## config.mk

```make
export PLATFORM = sky130hd
export DESIGN_NAME = multiport_lutram
export DESIGN_NICKNAME = d
export VERILOG_FILES = /design/src/rtl/lutram_pkg.sv /design/src/rtl/lutram_wr_decode.sv /design/src/rtl/lutram_bank.sv /design/src/rtl/multiport_lutram.sv
export SDC_FILE = /design/constraint.sdc
export NUM_CORES = 1
export LEC_CHECK = 0
export BUFFER_PORTS_ARGS = -buffer_cell sky130_fd_sc_hd__buf_2
export CORE_ASPECT_RATIO = 1.5
export CORE_UTILIZATION = 52
export CTS_CLUSTER_SIZE = 28
export DETAILED_ROUTE_END_ITERATION = 12
export HOLD_SLACK_MARGIN = 0.05
export PLACE_DENSITY = 0.68
export SLEW_MARGIN = 40
export SYNTH_ARGS = -nofsm -noshare
export SYNTH_HDL_FRONTEND = slang
export SYNTH_SLANG_ARGS = --single-unit
```

## constraint.sdc

```tcl
create_clock -name clk -period 2 [get_ports clk]
set_clock_uncertainty 0.1 [all_clocks]
set_input_delay 0.1 -clock clk [delete_from_list [all_inputs] [get_ports clk]]
set_output_delay 0.1 -clock clk [all_outputs]
set_load 0.005 [all_outputs]
```

## src/rtl/lutram_pkg.sv

```systemverilog
package lutram_pkg;

  typedef enum logic [1:0] {
    PM_SINGLE      = 2'd0,
    PM_DUAL        = 2'd1,
    PM_SIMPLE_DUAL = 2'd2,
    PM_QUAD        = 2'd3
  } port_mode_e;

  localparam int unsigned NUM_PORTS = 4;

  // Number of storage copies the arrangement needs.
  function automatic int unsigned bank_count(port_mode_e mode);
    case (mode)
      PM_DUAL: return 2;
      PM_QUAD: return 4;
      default: return 1;
    endcase
  endfunction

  // Which port address (0=A .. 3=D) feeds the read side of copy k.
  function automatic int unsigned bank_read_source(port_mode_e mode, int unsigned k);
    if (mode == PM_SIMPLE_DUAL && k == 0) return 1;
    return k;
  endfunction

  // Which copy drives read output p; -1 means the output is tied to zero.
  function automatic int port_bank(port_mode_e mode, int unsigned p);
    case (mode)
      PM_SINGLE:      return (p == 0) ? 0 : -1;
      PM_DUAL:        return (p < 2) ? int'(p) : -1;
      PM_SIMPLE_DUAL: return (p == 1) ? 0 : -1;
      default:        return int'(p);
    endcase
  endfunction

endpackage

```

## src/rtl/lutram_wr_decode.sv

```systemverilog
module lutram_wr_decode #(
  parameter int unsigned DEPTH = 32,
  localparam int unsigned AW = $clog2(DEPTH)
) (
  input  logic          wr_en,
  input  logic [AW-1:0] wr_addr,
  output logic [DEPTH-1:0] wr_sel
);

  // One-hot strobe, all zero when no write is requested.
  always_comb begin
    wr_sel = '0;
    if (wr_en) wr_sel[wr_addr] = 1'b1;
  end

endmodule

```

## src/rtl/lutram_bank.sv

```systemverilog
module lutram_bank #(
  parameter int unsigned DEPTH = 32,
  parameter int unsigned WIDTH = 4,
  localparam int unsigned AW = $clog2(DEPTH)
) (
  input  logic             clk,
  input  logic [DEPTH-1:0] wr_sel,
  input  logic [WIDTH-1:0] din,
  input  logic [AW-1:0]    rd_addr,
  output logic [WIDTH-1:0] rd_data
);

  logic [WIDTH-1:0] mem [DEPTH];

  always_ff @(posedge clk) begin
    for (int i = 0; i < int'(DEPTH); i++) begin
      if (wr_sel[i]) mem[i] <= din;
    end
  end

  assign rd_data = mem[rd_addr];

endmodule

```

## src/rtl/multiport_lutram.sv

```systemverilog
module multiport_lutram
  import lutram_pkg::*;
#(
  parameter port_mode_e  MODE  = PM_QUAD,
  parameter int unsigned DEPTH = 32,
  parameter int unsigned WIDTH = 4,
  localparam int unsigned AW = $clog2(DEPTH)
) (
  input  logic             clk,
  input  logic             wr_en,
  input  logic [AW-1:0]    addr_a,
  input  logic [WIDTH-1:0] din,
  input  logic [AW-1:0]    addr_b,
  input  logic [AW-1:0]    addr_c,
  input  logic [AW-1:0]    addr_d,
  output logic [WIDTH-1:0] dout_a,
  output logic [WIDTH-1:0] dout_b,
  output logic [WIDTH-1:0] dout_c,
  output logic [WIDTH-1:0] dout_d
);

  localparam int unsigned NBANK = bank_count(MODE);

  // Shared write strobe: every copy sees this same vector.
  logic [DEPTH-1:0] wr_sel;
  logic [AW-1:0]    port_addr [NUM_PORTS];
  logic [WIDTH-1:0] bank_data [NBANK];
  logic [WIDTH-1:0] port_data [NUM_PORTS];

  assign port_addr[0] = addr_a;
  assign port_addr[1] = addr_b;
  assign port_addr[2] = addr_c;
  assign port_addr[3] = addr_d;

  lutram_wr_decode #(.DEPTH(DEPTH)) u_dec (
    .wr_en   (wr_en),
    .wr_addr (addr_a),
    .wr_sel  (wr_sel)
  );

  for (genvar k = 0; k < NBANK; k++) begin : g_bank
    lutram_bank #(.DEPTH(DEPTH), .WIDTH(WIDTH)) u_bank (
      .clk     (clk),
      .wr_sel  (wr_sel),
      .din     (din),
      .rd_addr (port_addr[bank_read_source(MODE, k)]),
      .rd_data (bank_data[k])
    );
  end

  for (genvar p = 0; p < NUM_PORTS; p++) begin : g_port
    if (port_bank(MODE, p) >= 0) begin : g_live
      assign port_data[p] = bank_data[port_bank(MODE, p)];
    end else begin : g_idle
      assign port_data[p] = '0;
    end
  end

  assign dout_a = port_data[0];
  assign dout_b = port_data[1];
  assign dout_c = port_data[2];
  assign dout_d = port_data[3];

endmodule

```

# --- Word-level counts from Yosys, hierarchy flattened ---
# Memory sizes are Yosys's and may differ from the RTL's.
# Index checks and enable logic that the tools add are counted.
word_totals:
  regBits: 0
  ramBits: 512
  in_bits: 26
  out_inout_bits: 16
  wordCells: 570
  mem_count: 4
op_classes:
  n_lt_le_gt_ge: 2
  n_mux: 439
  n_reduce_logical: 125
memory_table:
  columns: ["memory", "depth", "word_bits", "rd", "rd_ports_with_merged_regs", "wr", "line_no", "source"]
  rows:
  - ["g_bank[0].u_bank.mem", 32, 4, 1, 0, 1, "lutram_bank.sv:13", "logic [WIDTH-1:0] mem [DEPTH];"]
  - ["g_bank[1].u_bank.mem", 32, 4, 1, 0, 1, "lutram_bank.sv:13", null]
  - ["g_bank[2].u_bank.mem", 32, 4, 1, 0, 1, "lutram_bank.sv:13", null]
  - ["g_bank[3].u_bank.mem", 32, 4, 1, 0, 1, "lutram_bank.sv:13", null]
op_table:
  columns: ["op", "count"]
  rows:
  - ["2-to-1 mux 5 bit", 124]
  - ["2-to-1 mux 4 bit", 124]
  - ["OR reduction 4 bit", 124]
  - ["2-to-1 mux 1 bit", 189]
  - ["2-to-1 mux 32 bit", 1]
  - ["less-than comparator 5 x 6 -> 1 bit, second input constant", 1]
  - ["demux 1 bit (select 5 bit)", 1]
  - [">= comparator 5 x 1 -> 1 bit, second input constant", 1]
  - ["logical AND 1 bit", 1]

# --- Longest topological paths before layout ---
# Gate-level depths: netlist (run 1).
depth:
  ltp_word: 39
  depth_mapped: 5
  ltp_nobuf: 3

# --- Cells and area by module ---
# A second synthesis (run 1) with hierarchy kept.
hier_totals:
  cells_unflattened: 771
  area_unflattened_um2: 19618.8
by_module_without_submodules:
  columns: ["mod", "n_inst", "cells_each", "area_per_inst_um2", "seq_area_each_um2"]
  rows:
  - ["lutram_bank", 4, 181, 4847.1, 3843.7]
  - ["lutram_wr_decode", 1, 47, 230.2, 0.0]

# --- Least setup slack after synthesis (run 1) ---
# No wires, ideal clock.
synth_path:
  path_kind: "input to output"
  from: "input port addr_b[1]"
  to: "output port dout_b[0]"
  t_arrival_ps: 1670
  required_ps: 1800
  setup_slack_ps: 130
  path_stages: 5
  path_buffers: 2
  cell_sequence: "buf_2 > buf_6 > mux4_2 > mux4_2 > mux2_2"
synth_between:
  elab_chain_cells: 1
synth_lines:
  columns: ["element", "line_no", "source"]
  rows:
  - ["start, declared", "multiport_lutram.sv:13", "input logic [AW-1:0] addr_b,"]
  - ["memory (32 x 4 bit)", null, null]
  - ["end, declared", "multiport_lutram.sv:17", "output logic [WIDTH-1:0] dout_b,"]
# Every way passes these cells.

==> results of run 1 <==
[synth_stat cells]
cell                       number  area, sq um
sky130_fd_sc_hd__buf_1         11        41.29
sky130_fd_sc_hd__and3b_1        3        26.28
sky130_fd_sc_hd__or3b_2         2        17.52
sky130_fd_sc_hd__nand2_1        2        7.510
sky130_fd_sc_hd__buf_6          9        101.4
sky130_fd_sc_hd__edfxtp_1     128         3844
sky130_fd_sc_hd__a22oi_1       16        120.1
sky130_fd_sc_hd__nor3_1         1        5.000
sky130_fd_sc_hd__nor2_1        34        127.6
sky130_fd_sc_hd__nand4_1        4        25.02
sky130_fd_sc_hd__clkbuf_1      13        48.80
sky130_fd_sc_hd__or3_1          1        6.260
sky130_fd_sc_hd__and3_1         1        6.260
sky130_fd_sc_hd__nor3b_1        3        22.52
sky130_fd_sc_hd__mux4_2       152         3423
sky130_fd_sc_hd__buf_2          6        30.03
sky130_fd_sc_hd__mux2_2        12        135.1
sky130_fd_sc_hd__nand3_1        2        10.01
sky130_fd_sc_hd__nand3b_1       5        37.54
[repair_timing]
item | in CTS | in global routing
resized for setup | 29 | 4
setup buffers | 2 | 1
hold buffers | 0 | 0
pin swaps | 8 | 6
endpoints found under the setup margin | 16 | 16
[power groups by stage]
stage	logic (uW)	registers [uW]	clock network [uW]
global route	1120	3020	3080
global placement	965	3070	0
CTS	1050	3020	2980
detailed placement	973	3070	0
finish	1070	3020	2950
floorplan	611	3060	0
[layout by cell type (no fill, tap or decap), types with 2 or more instances in the layout]
cell type | Yosys | final
sky130_fd_sc_hd__nand3_1 | 2 | 2
sky130_fd_sc_hd__nand4_1 | 4 | 4
sky130_fd_sc_hd__buf_12 | 0 | 14
sky130_fd_sc_hd__a22oi_2 | 0 | 9
sky130_fd_sc_hd__nor2_1 | 34 | 34
sky130_fd_sc_hd__nor3b_1 | 3 | 3
sky130_fd_sc_hd__clkbuf_16 | 0 | 17
sky130_fd_sc_hd__clkbuf_1 | 13 | 2
sky130_fd_sc_hd__clkinvlp_4 | 0 | 3
sky130_fd_sc_hd__buf_4 | 0 | 26
sky130_fd_sc_hd__clkinv_2 | 0 | 5
sky130_fd_sc_hd__mux2_4 | 0 | 12
sky130_fd_sc_hd__nand3b_1 | 5 | 5
sky130_fd_sc_hd__buf_2 | 6 | 29
sky130_fd_sc_hd__or3b_2 | 2 | 2
sky130_fd_sc_hd__and3b_1 | 3 | 3
sky130_fd_sc_hd__nand2_1 | 2 | 2
sky130_fd_sc_hd__edfxtp_1 | 128 | 128
sky130_fd_sc_hd__bufinv_16 | 0 | 2
sky130_fd_sc_hd__mux4_2 | 152 | 152
sky130_fd_sc_hd__a22oi_1 | 16 | 7
sky130_fd_sc_hd__buf_6 | 9 | 12
[cell type report]
| type | count | area, sq um | share of cell area (%) |
|---|---|---|---|
| repair buffers | 81 | 755.7 | 7.987 |
| flip-flops and latches | 128 | 3844 | 40.62 |
| clock inverters | 12 | 120.1 | 1.270 |
| well taps | 199 | 249.0 | 2.632 |
| multi-input cells | 238 | 4060 | 42.91 |
| clock buffers | 19 | 432.9 | 4.576 |
[path summary, 6_finish.rpt]
check	from	end	slack, ns	depth (start not counted)
hold / removal	din[1]	g_bank[1].u_bank.mem[1][1]	0.15	1
setup / recovery	g_bank[1].u_bank.mem[12][2]	dout_d[2]	-0.57	4
[cell families after synthesis]
family / synth area share (%)
buffers and inverters: 2.756
flip-flops: 47.84
AO/OA/AOI/OAI: 1.495
AND/OR/NAND/NOR: 3.628
multiplexers: 44.29
[through the flow]
stage	instances	area, sq um	power [uW]
after global routing	677	9462	7217
after floorplan	405	8035	3670
final	677	9462	7040
after global placement	643	8721	4038
after CTS	676	9434	7045
after detailed placement	643	8721	4048
[per-layer routing]
metal	up-vias	global-route usage (%)	part of all wire, %
met5	-	0	0
met2	372	56.23	53
met4	0	19.92	6.8
met1	2741	40.09	33
met3	96	5.829	7.5
li1	1973	-	-
==> results.md, run 1 <==
Run status:
- The flow ran to the end, but the final reports show violations.
- The checks that failed: setup timing.

Cells and area:
- The final-stage net count is 492.
- Measured on the finished design, the core utilization comes to approximately 63%.
- Of the cells placed in the final design, the portion with a size suffix greater than 1 is around three fifths.
- From synthesis to final layout, the design area changed by 17.75%.
- g_bank.u_bank.mem holds more flip-flops than any other register.
- Fill cells in the final layout number around 1000.
- The number of antenna repair diodes is 0.
- The number of flip-flops under the largest register name is between 100 and 150.
- The largest registers in the layout are g_bank.u_bank.mem x128.

Logic synthesis:
- After technology mapping, the gate count stands at between 400 and 500.
- For this run, the number of Yosys warnings is 0.
- After synthesis, the netlist uses 19 different library cells.
- The post-synth design cell area is 0.008035 sq mm.
- The count of state elements after synthesis is around 130.
- In this run the mean area of a mapped cell was just under 20 sq um.
- The post-synth net total is around 430.
- For this run, the register share of the synthesized area comes to 47.84%.

Timing:
- The highest achievable clock rate is about 390 MHz.
- The routed design could run at a clock period as short as ~2.6 ns.
- The number of endpoints failing setup at the final stage is 16.
- The slew at the pin with the worst max-slew slack is approximately 0.71 ns.
- Final hold analysis gives a worst-case slack of between 0.1 and 0.15 ns.
- Once routing completed, OpenROAD measured the worst setup slack at -0.5704 ns.
- The final-report hold violation count was 0.
- The relative max-transition margin is 52.39%.
- Setup repair after global routing could not meet its margin everywhere.
- For the final routed database, the setup TNS stands at -7.009 ns.
- The final max-slew violation count is 0.
- The final critical-path share of the clock period is 128.5%.

GRT:
- The global-route wire length before repair is 35.80 mm.
- The via count of the first global-routing pass came to between 5000 and 6000.
- Summed over all layers, the global routing overflow is 0.
- Global routing used 33.56% of the available tracks across all layers.
- The maximum number of pins on one net before global-route repair is 33.
- The initial antenna violation count came to 0.

Power and ir drop:
- For this design the total switching power over the nets is 1673 uW.
- The sequential share of power is about 43%.
- The part of the total power dissipated in the clock network is between 40% and 50%.
- In this run switching power makes up 23.77% of total power.
- VDD sags by at most 0.0005227 V.
- The total internal power is approximately 5400 uW.
- Per report_power, the combinational group accounts for roughly 15% of the total.
- In this run the static leakage power is between 0.003 and 0.004 uW.
- The total power density per cell area is approximately 740 mW/mm^2.

Floorplanning:
- The effective utilization at floorplan is 53.32%.
- In this run the standard cell core region covers ~0.015 sq mm.
- During I/O placement, the number of pins put on the boundary was 42.
- The die is between 150 and 200 microns tall.
- The die width is about 100 microns.
- In this run the core area contains 55 standard-cell rows.
- The area enclosed by the die boundary is between 0.015 and 0.02 sq mm.

Route:
- The detailed router finished its first iteration with 545 violations.
- The final layout contains routed wiring with a total length of 24.48 mm.
- The count of nets left with antenna violations once routing finished came out at 0.
- The final routed DRC violation total is 0.
- The first TritonRoute pass finished after 6 iterations.
- In the final routed layout, each cell accounts on average for around 36 microns.
- The routed layout has about 5200 vias.
- The vias per cell is between 7 and 8.

Placement:
- The number of buffers added on ports is 41.
- After legalization and detailed placement, the total HPWL measured around 18 mm.
- At the placement stage, the worst setup path has a slack of -0.1535 ns.
- The congestion estimate from routability-driven global placement came to around 1.1.

Critical path:
- The peak fanout along the critical path is 4.
- The cell family contributing the most delay on the critical path is multiplexers.
- For this design, the slowest cell found on the critical path is sky130_fd_sc_hd__mux4_2.
- The buffer and inverter count on the worst path is 1.
- The critical path data required time is approximately 1.8 ns.
- STA classifies the critical path startpoint as a register.
- Walking the worst path, the cells encountered are mux4_2 -> mux4_2 -> mux2_4 -> buf_6.
- The largest single stage delay on the critical path is 0.54 ns.
- At the worst endpoint, the arrival time is 2.37 ns.
- The worst setup path is captured at a primary output.
- By instance count, the cell type seen most on the critical path is sky130_fd_sc_hd__mux4_2.
- The critical path in this run is classified as register to primary output.

Clock network:
- The number of buffers between clock root and the deepest sink is 2.
- The clock net in this run drives a total of between 100 and 150 sinks.
- Clock-pin slew was measured on the worst setup and hold paths at 0.06 ns.
- The clock buffer count from CTS is 17.
- TritonCTS built the clock tree.
- In this run the number of H-tree levels came out at 4.
- The buffer cell driving the clock tree root is sky130_fd_sc_hd__clkbuf_16.

Run:
- Across the run, the number of max-cap violations was 0.

Worst hold path:
- The worst min-delay path category is input pin to register.
Power figures use the tool's default switching activity.
==> run 2, diff against run 1 <==
- RECOVER_POWER: unset -> 25
==> run 2 against run 1 <==
Net effect: the flow finishes with violations (capacitance limit, slew limit, setup timing); sequential cell count unchanged; critical path depth unchanged; critical endpoint unchanged; largest power group unchanged; setup slack improved by 0.00056 ns; die area unchanged; fmax about the same; largest cell class unchanged.
==> results.md, run 2 (synthesis gave the netlist of run 1 again) <==
Timing:
- Setup repair after global routing could not meet its margin everywhere.
- The number of endpoints failing setup at the final stage is 16.
- The highest achievable clock rate is 389.1 MHz.
- Once routing completed, OpenROAD measured the worst setup slack at -0.5699 ns.
- The smallest clock period supported by the final layout is computed as about 2.6 ns.
- The final-report hold violation count came to 0.
- The relative max-transition margin is -1.617%.
- The final max-slew violation count is approximately 100.
- The setup TNS after final layout is -7.005 ns.
- The final critical-path share of the clock period is 128.5%.
- At the pin with the least slew margin, the transition time is 1.524 ns.

GRT:
- Summed over all layers, the global routing overflow is 0.
- The initial antenna violation count came to 0.
- The busiest metal layer after global routing is met2.
- The via count of the first global-routing pass was roughly 5400.
- The met2 routing resource usage after global routing is about 56%.
- For met3 alone, demand over resource in global routing was 5.829%.
- Entering global routing, the biggest net connects 33 pins.
- The first global-routing pass estimated roughly 36 mm of wire.
- The global-route met1 utilization is 40.09%.
- Global routing used roughly a third of the available tracks.

Cells and area:
- The net count of the finished layout is between 400 and 500.
- The register containing the most flip-flops in the final layout is g_bank.u_bank.mem.
- Compared with the post-synthesis result, the final layout area differs by 17.69%.
- The largest registers in the layout are g_bank.u_bank.mem x128.
- The leading cell type in the layout, fill and taps excluded is sky130_fd_sc_hd__mux4_2.
- Cells fill 62.75% of the core in the end.
- The layout cell share with drive strength beyond 1 is ~59%.
- In the layout the commonest cells are sky130_fd_sc_hd__mux4_2 (152), sky130_fd_sc_hd__edfxtp_1 (128), sky130_fd_sc_hd__nor2_1 (34).
- The number of flip-flops under the largest register name is ~130.
- The number of antenna repair diodes is 0.

Critical path:
- The biggest cell delay along the critical path is roughly 0.54 ns.
- Together, buffers and inverters on the worst path number 1.
- STA classifies the critical path endpoint as a primary output.
- The critical path startpoint is g_bank[1].u_bank.mem[12][2].
- Data on the critical path arrives at its endpoint at around 2.4 ns.
- The worst setup path is launched from a register.
- The most frequent cell on the critical path is sky130_fd_sc_hd__mux4_2.
- Walking the worst path, the cells encountered are mux4_2 -> mux4_2 -> mux2_4 -> buf_6.
- The peak fanout along the critical path is 4.
- Counting buffers and inverters, the worst setup path is 4 cells deep.
- The endpoint of the most critical setup path is dout_d[2].
- The critical path data required time is about 1.8 ns.
- For this design, the slowest cell found on the critical path is sky130_fd_sc_hd__mux4_2.
- The type of the worst setup path is register to primary output.
- The kind of cell with the highest combined delay along the critical path is multiplexers.

Route:
- The vias per cell is between 7 and 8.
- In this run, the number of DRC markers left after iteration 0 of detailed routing was 545.
- The routed wire length is between 20 and 25 mm.
- The via count of the routed design is between 5000 and 6000.
- The first detailed-routing pass took 5 iterations.
- For this run, design rule violations remaining after detail routing come to 0.
- The average detailed-routed wire length per instance is roughly 36 microns.
- The count of nets left with antenna violations once routing finished came out at 0.

Floorplanning:
- The die covers approximately 0.016 sq mm.
- The count of standard-cell rows is 55.
- For this configuration, the core starts out at a cell density of 53.32%.
- During I/O placement, the number of pins put on the boundary was between 40 and 50.
- The region available for standard cell placement spans around 0.015 sq mm.
- In this run the horizontal extent of the chip is just over 100 microns.
- The die is approximately 150 microns tall.

Clock network:
- For this design, the sink count on the clock tree is ~130.
- Hold repair after CTS inserted 0 buffers.
- The clock passes through at most 2 buffers.
- TritonCTS built the clock tree.
- Clock-pin slew was measured on the worst setup and hold paths at 0.06 ns.
- The H-tree was split into 4 levels.
- The buffer cell driving the clock tree root is sky130_fd_sc_hd__clkbuf_16.
- The clock buffer count from CTS is 17.

Power and ir drop:
- VDD sags by at most about 0.00052 V.
- The total power density per cell area is between 700 and 800 mW/mm^2.
- The leakage power is about 0.0030 uW.
- The power after layout is around 7000 uW.

Run status:
- The flow ran to the end, but the final reports show violations.
- The checks that failed: capacitance limit, slew limit, setup timing.

Placement:
- The number of buffers added on ports is between 40 and 50.
- Detailed placement finished with a half-perimeter wire length of 17.86 mm.
- The final weighted congestion in routability-driven placement is ~1.1.

Worst hold path:
- The worst min-delay path category is input pin to register.

Run:
- The number of maximum-capacitance constraint violations is 3.
==> run 2: worst min-delay path by stage <==
| stage | endpoint | depth (start not counted) | slack, ns | from |
|---|---|---|---|---|
| floorplan | g_bank[1].u_bank.mem[0][0] | 0 | 0.1 | din[0] |
| global placement | dout_b[1] | 3 | 0.50 | addr_b[3] |
| detailed placement | dout_b[1] | 3 | 0.51 | addr_b[3] |
| CTS | g_bank[1].u_bank.mem[14][3] | 1 | 0.14 | din[3] |
| global route | g_bank[1].u_bank.mem[19][1] | 4 | 0.30 | wr_en |
| finish | g_bank[1].u_bank.mem[19][1] | 4 | 0.28 | wr_en |
==> run 2: per-stage QoR <==
step	hold slack, ns	worst slack, ns	std cells	cell area [sq um]
finish	0.2820	-0.5699	677	9457
global route	0.2993	-0.5843	677	9457
CTS	0.1412	-0.5459	676	9434
detailed placement	0.5114	-0.1535	643	8721
global placement	0.5026	-0.1490	643	8721
floorplan	0.09887	0.1303	405	8035
==> run 2: worst min-delay path, delay by kind of cell <==
kind                   cells  cell delay [ns]
buffers and inverters      2             0.32
and+or+nand+nor            2             0.19
==> run 2: per-layer routing <==
metal	up-vias	wire length [microns]	share of wire, %
met3	92	1849	7.5
met2	376	13000	53
li1	1973	-	-
met5	-	0	0
met4	0	1631	6.7
met1	2749	8023	33
==> run 2: final cells by class <==
| cell class | count | area, sq um |
|---|---|---|
| timing repair buffer | 81 | 750.7 |
| clock inverter | 12 | 120.1 |
| clock buffer | 19 | 432.9 |
| multi-input combinational | 238 | 4060 |
| sequential | 128 | 3844 |
| fill | 1033 | 5614 |
| tap | 199 | 249.0 |
==> run 2: repair_timing <==
item / 4_1_cts / 5_1_grt
pin swaps: 8 / 6
setup endpoints to repair: 16 / 16
resized for setup: 29 / 4
setup buffers: 2 / 1
==> run 2: report_power, final <==
group,total (uW),switching (uW),internal (uW)
Clock,2950,1140,1810
Sequential,3020,32.2,2990
Combinational,1070,504,567
==> run 3, diff against run 2 <==
- CTS_BUF_LIST: unset -> sky130_fd_sc_hd__clkbuf_4
==> run 3 against run 2 <==
Net effect: the run ends with setup timing left; sequential share of layout area grew 1.2 points; design area fell by 2.8%; final cell count is 0.89% higher; sequential power about the same; power is 18% lower; worst hold slack got worse by 0.10 ns; setup slack got worse by 0.11 ns; critical path type unchanged.
==> results.md, run 3 (synthesis gave the netlist of run 1 again) <==
Power and ir drop:
- The leakage power is slightly below 0.003 uW.
- For this design the total switching power over the nets is about 1500 uW.
- The total power density per cell area is approximately 630 mW/mm^2.
- The internal power of the cells totals approximately 4300 uW.
- The power after layout is 5799 uW.
- The sequential share of power is between 50% and 60%.
- The part of the total power dissipated in the clock network is between 20% and 30%.
- Per report_power, the combinational group accounts for 18.4% of the total.
- Net switching is between 20% and 30% of the power.
- The highest ir drop seen on vdd is ~0.00047 V.

Cells and area:
- The number of flip-flops under the largest register name is 128.
- The leading cell type in the layout, fill and taps excluded is sky130_fd_sc_hd__mux4_2.
- The flip-flop and latch area is ~0.0038 sq mm.
- The library cells used most frequently in the layout, excluding fill and tap cells, are sky130_fd_sc_hd__mux4_2 (152), sky130_fd_sc_hd__edfxtp_1 (128), sky130_fd_sc_hd__nor2_1 (34).
- The largest registers in the layout are g_bank.u_bank.mem x128.
- The register containing the most flip-flops in the final layout is g_bank.u_bank.mem.
- The layout cell share with drive strength beyond 1 is between 50% and 60%.
- After routing the design area is 0.009190 sq mm.
- The final-stage net count is approximately 500.
- The area growth from synthesis to layout is 14.37%.
- Fill cells in the final layout number ~1100.
- Cells fill roughly three fifths of the core in the end.
- The multi-input gate area in the final layout is about 0.0040 sq mm.

Timing:
- The number of endpoints failing setup at the final stage is 16.
- The final-report hold violation count is 0.
- Timing would allow up to approximately 370 MHz.
- The slew at the pin with the worst max-slew slack is approximately 1.5 ns.
- After layout, the worst path uses 134.2% of the clock period.
- The final max-slew violation count was 0.
- The time the final worst path needs with I/O delays and setup is ~2.7 ns.
- The relative max-transition margin is about 1.1%.
- Setup repair after global routing could not meet its margin everywhere.
- The worst path setup slack after routing is -0.6840 ns.

Route:
- The vias per cell is between 7 and 8.
- The detail route stage leaves a number of antenna-violating nets equal to 0.
- The pre-antenna-repair detailed-routing pass consisted of 5 iterations.
- The routed wire length is 23.84 mm.
- The final routed DRC violation total is 0.
- The routed layout has just over 5000 vias.
- The number of DRC markers after the initial detailed-route iteration is between 400 and 500.
- After detailed routing, the average wire length per cell comes to approximately 35 microns.

Clock network:
- Clock tree synthesis selected as its root buffer the cell sky130_fd_sc_hd__clkbuf_4.
- The longest clock path from root to sink contains 2 buffers.
- The tree built by TritonCTS fans out to approximately 130 sinks.
- The clock buffer count from CTS is 17.
- TritonCTS built the clock tree.
- Clock-pin slew was measured on the worst setup and hold paths at approximately 0.11 ns.
- The H-tree depth is 4.

Critical path:
- The type of the worst setup path is register to primary output.
- STA classifies the critical path startpoint as a register.
- Of all nets on the critical path, the largest fanout is 4.
- The data arrival time of the worst path is roughly 2.5 ns.
- The sort of element at the end of the critical path is a primary output.
- The most critical setup path has its startpoint at g_bank[1].u_bank.mem[14][2].
- The critical path data required time is between 1.5 and 2 ns.

GRT:
- The via count of the first global-routing pass is 5370.
- Global routing finished with a remaining overflow of 0.
- Entering global routing, the biggest net connects 33 pins.
- The overall fraction of global-route tracks in use is about 33%.
- The initial antenna violation count was 1.
- The global-route wire length before repair is approximately 35 mm.

Placement:
- The cell area after placement is just under 0.009 sq mm.
- The total half-perimeter wirelength after legalization and detailed placement is about 18 mm.
- The number of buffers added on ports is about 40.
- At the end of routability-driven placement, the weighted congestion stood at approximately 1.1.

Worst hold path:
- The path class of the tightest hold or removal check is input pin to register.
- The worst hold path begins at addr_a[4].
- The worst hold path was traced through 3 stages.

Floorplanning:
- The area enclosed by the die boundary is ~0.016 sq mm.
- 42 I/O pins were placed.
- For this configuration, the core starts out at a cell density of 53.32%.
- In this run the core area contains 55 standard-cell rows.
- The die width is slightly above 100 microns.
- The core region is 0.01507 sq mm.
- From bottom edge to top edge, the die measures between 150 and 200 microns.

Run:
- Max-cap violations in this run came to 0.

Run status:
- The final reports fail on setup timing.
- The flow ran to the end, but the final reports show violations.
## run 3: changes by cell type in the layout (fill, tap and decap cells not counted)
cell                            change
sky130_fd_sc_hd__a22oi_1            +3
sky130_fd_sc_hd__a22oi_2            -3
sky130_fd_sc_hd__buf_4              -2
sky130_fd_sc_hd__clkbuf_1           +1
sky130_fd_sc_hd__clkbuf_16         -17
sky130_fd_sc_hd__clkbuf_4          +19
sky130_fd_sc_hd__diode_2            +1
sky130_fd_sc_hd__dlygate4sd3_1      +4
## run 3: power by group through the flow
| stage | Combinational (uW) | Clock, uW | Sequential (uW) |
|---|---|---|---|
| 6_report | 1060 | 1720 | 3020 |
| 5_1_grt | 1110 | 1850 | 3020 |
| 4_1_cts | 1050 | 1760 | 3010 |
| 3_5_place_dp | 973 | 0 | 3070 |
| 3_3_place_gp | 965 | 0 | 3070 |
| 2_1_floorplan | 611 | 0 | 3060 |
## run 3: through the flow
stage / instances / setup TNS [ns] / worst slack, ns / hold WS (ns)
2_1_floorplan: 405 / 0 / 0.1303 / 0.09887
3_3_place_gp: 643 / -1.337 / -0.1490 / 0.5026
3_5_place_dp: 643 / -1.536 / -0.1535 / 0.5114
4_1_cts: 681 / -9.188 / -0.7068 / 0.1211
5_1_grt: 683 / -10.05 / -0.7317 / 0.1524
6_report: 683 / -8.882 / -0.6840 / 0.1807
## run 3: metal layers
layer  vias up  part of all wire, %  track usage [%]
li1       1983                    -                -
met3        87                  6.7            4.564
met2       333                   54            56.23
met4         0                  6.4            18.38
met5         -                    0                0
met1      2690                   33            39.53
## run 3: cell type report
cell class	count	area share, %
multi-input cells	238	44.02
flip-flops and latches	128	41.82
repair buffers	86	8.564
well taps	199	2.709
clock buffers	19	1.552
clock inverters	12	1.307
diodes	1	0.02723
## run 3: path summary, 6_finish.rpt
path	slack (ns)	to
setup / recovery	-0.68	dout_d[2]
hold / removal	0.18	g_bank[1].u_bank.mem[19][1]
## run 3: worst max-delay path, stage by stage (launching register included)
cell	delay (ns)
sky130_fd_sc_hd__edfxtp_1	0.49
sky130_fd_sc_hd__mux4_2	0.55
sky130_fd_sc_hd__mux4_2	0.51
sky130_fd_sc_hd__mux2_4	0.31
sky130_fd_sc_hd__buf_6	0.12
## run 3: what timing repair did
item | 4_1_cts | 5_1_grt
hold endpoints to repair | 128 | 0
gates cloned | 0 | 0
setup endpoints to repair | 16 | 16
gates resized for setup | 28 | 2
hold buffers | 4 | 0
setup buffers | 3 | 2
pin swaps | 8 | 1
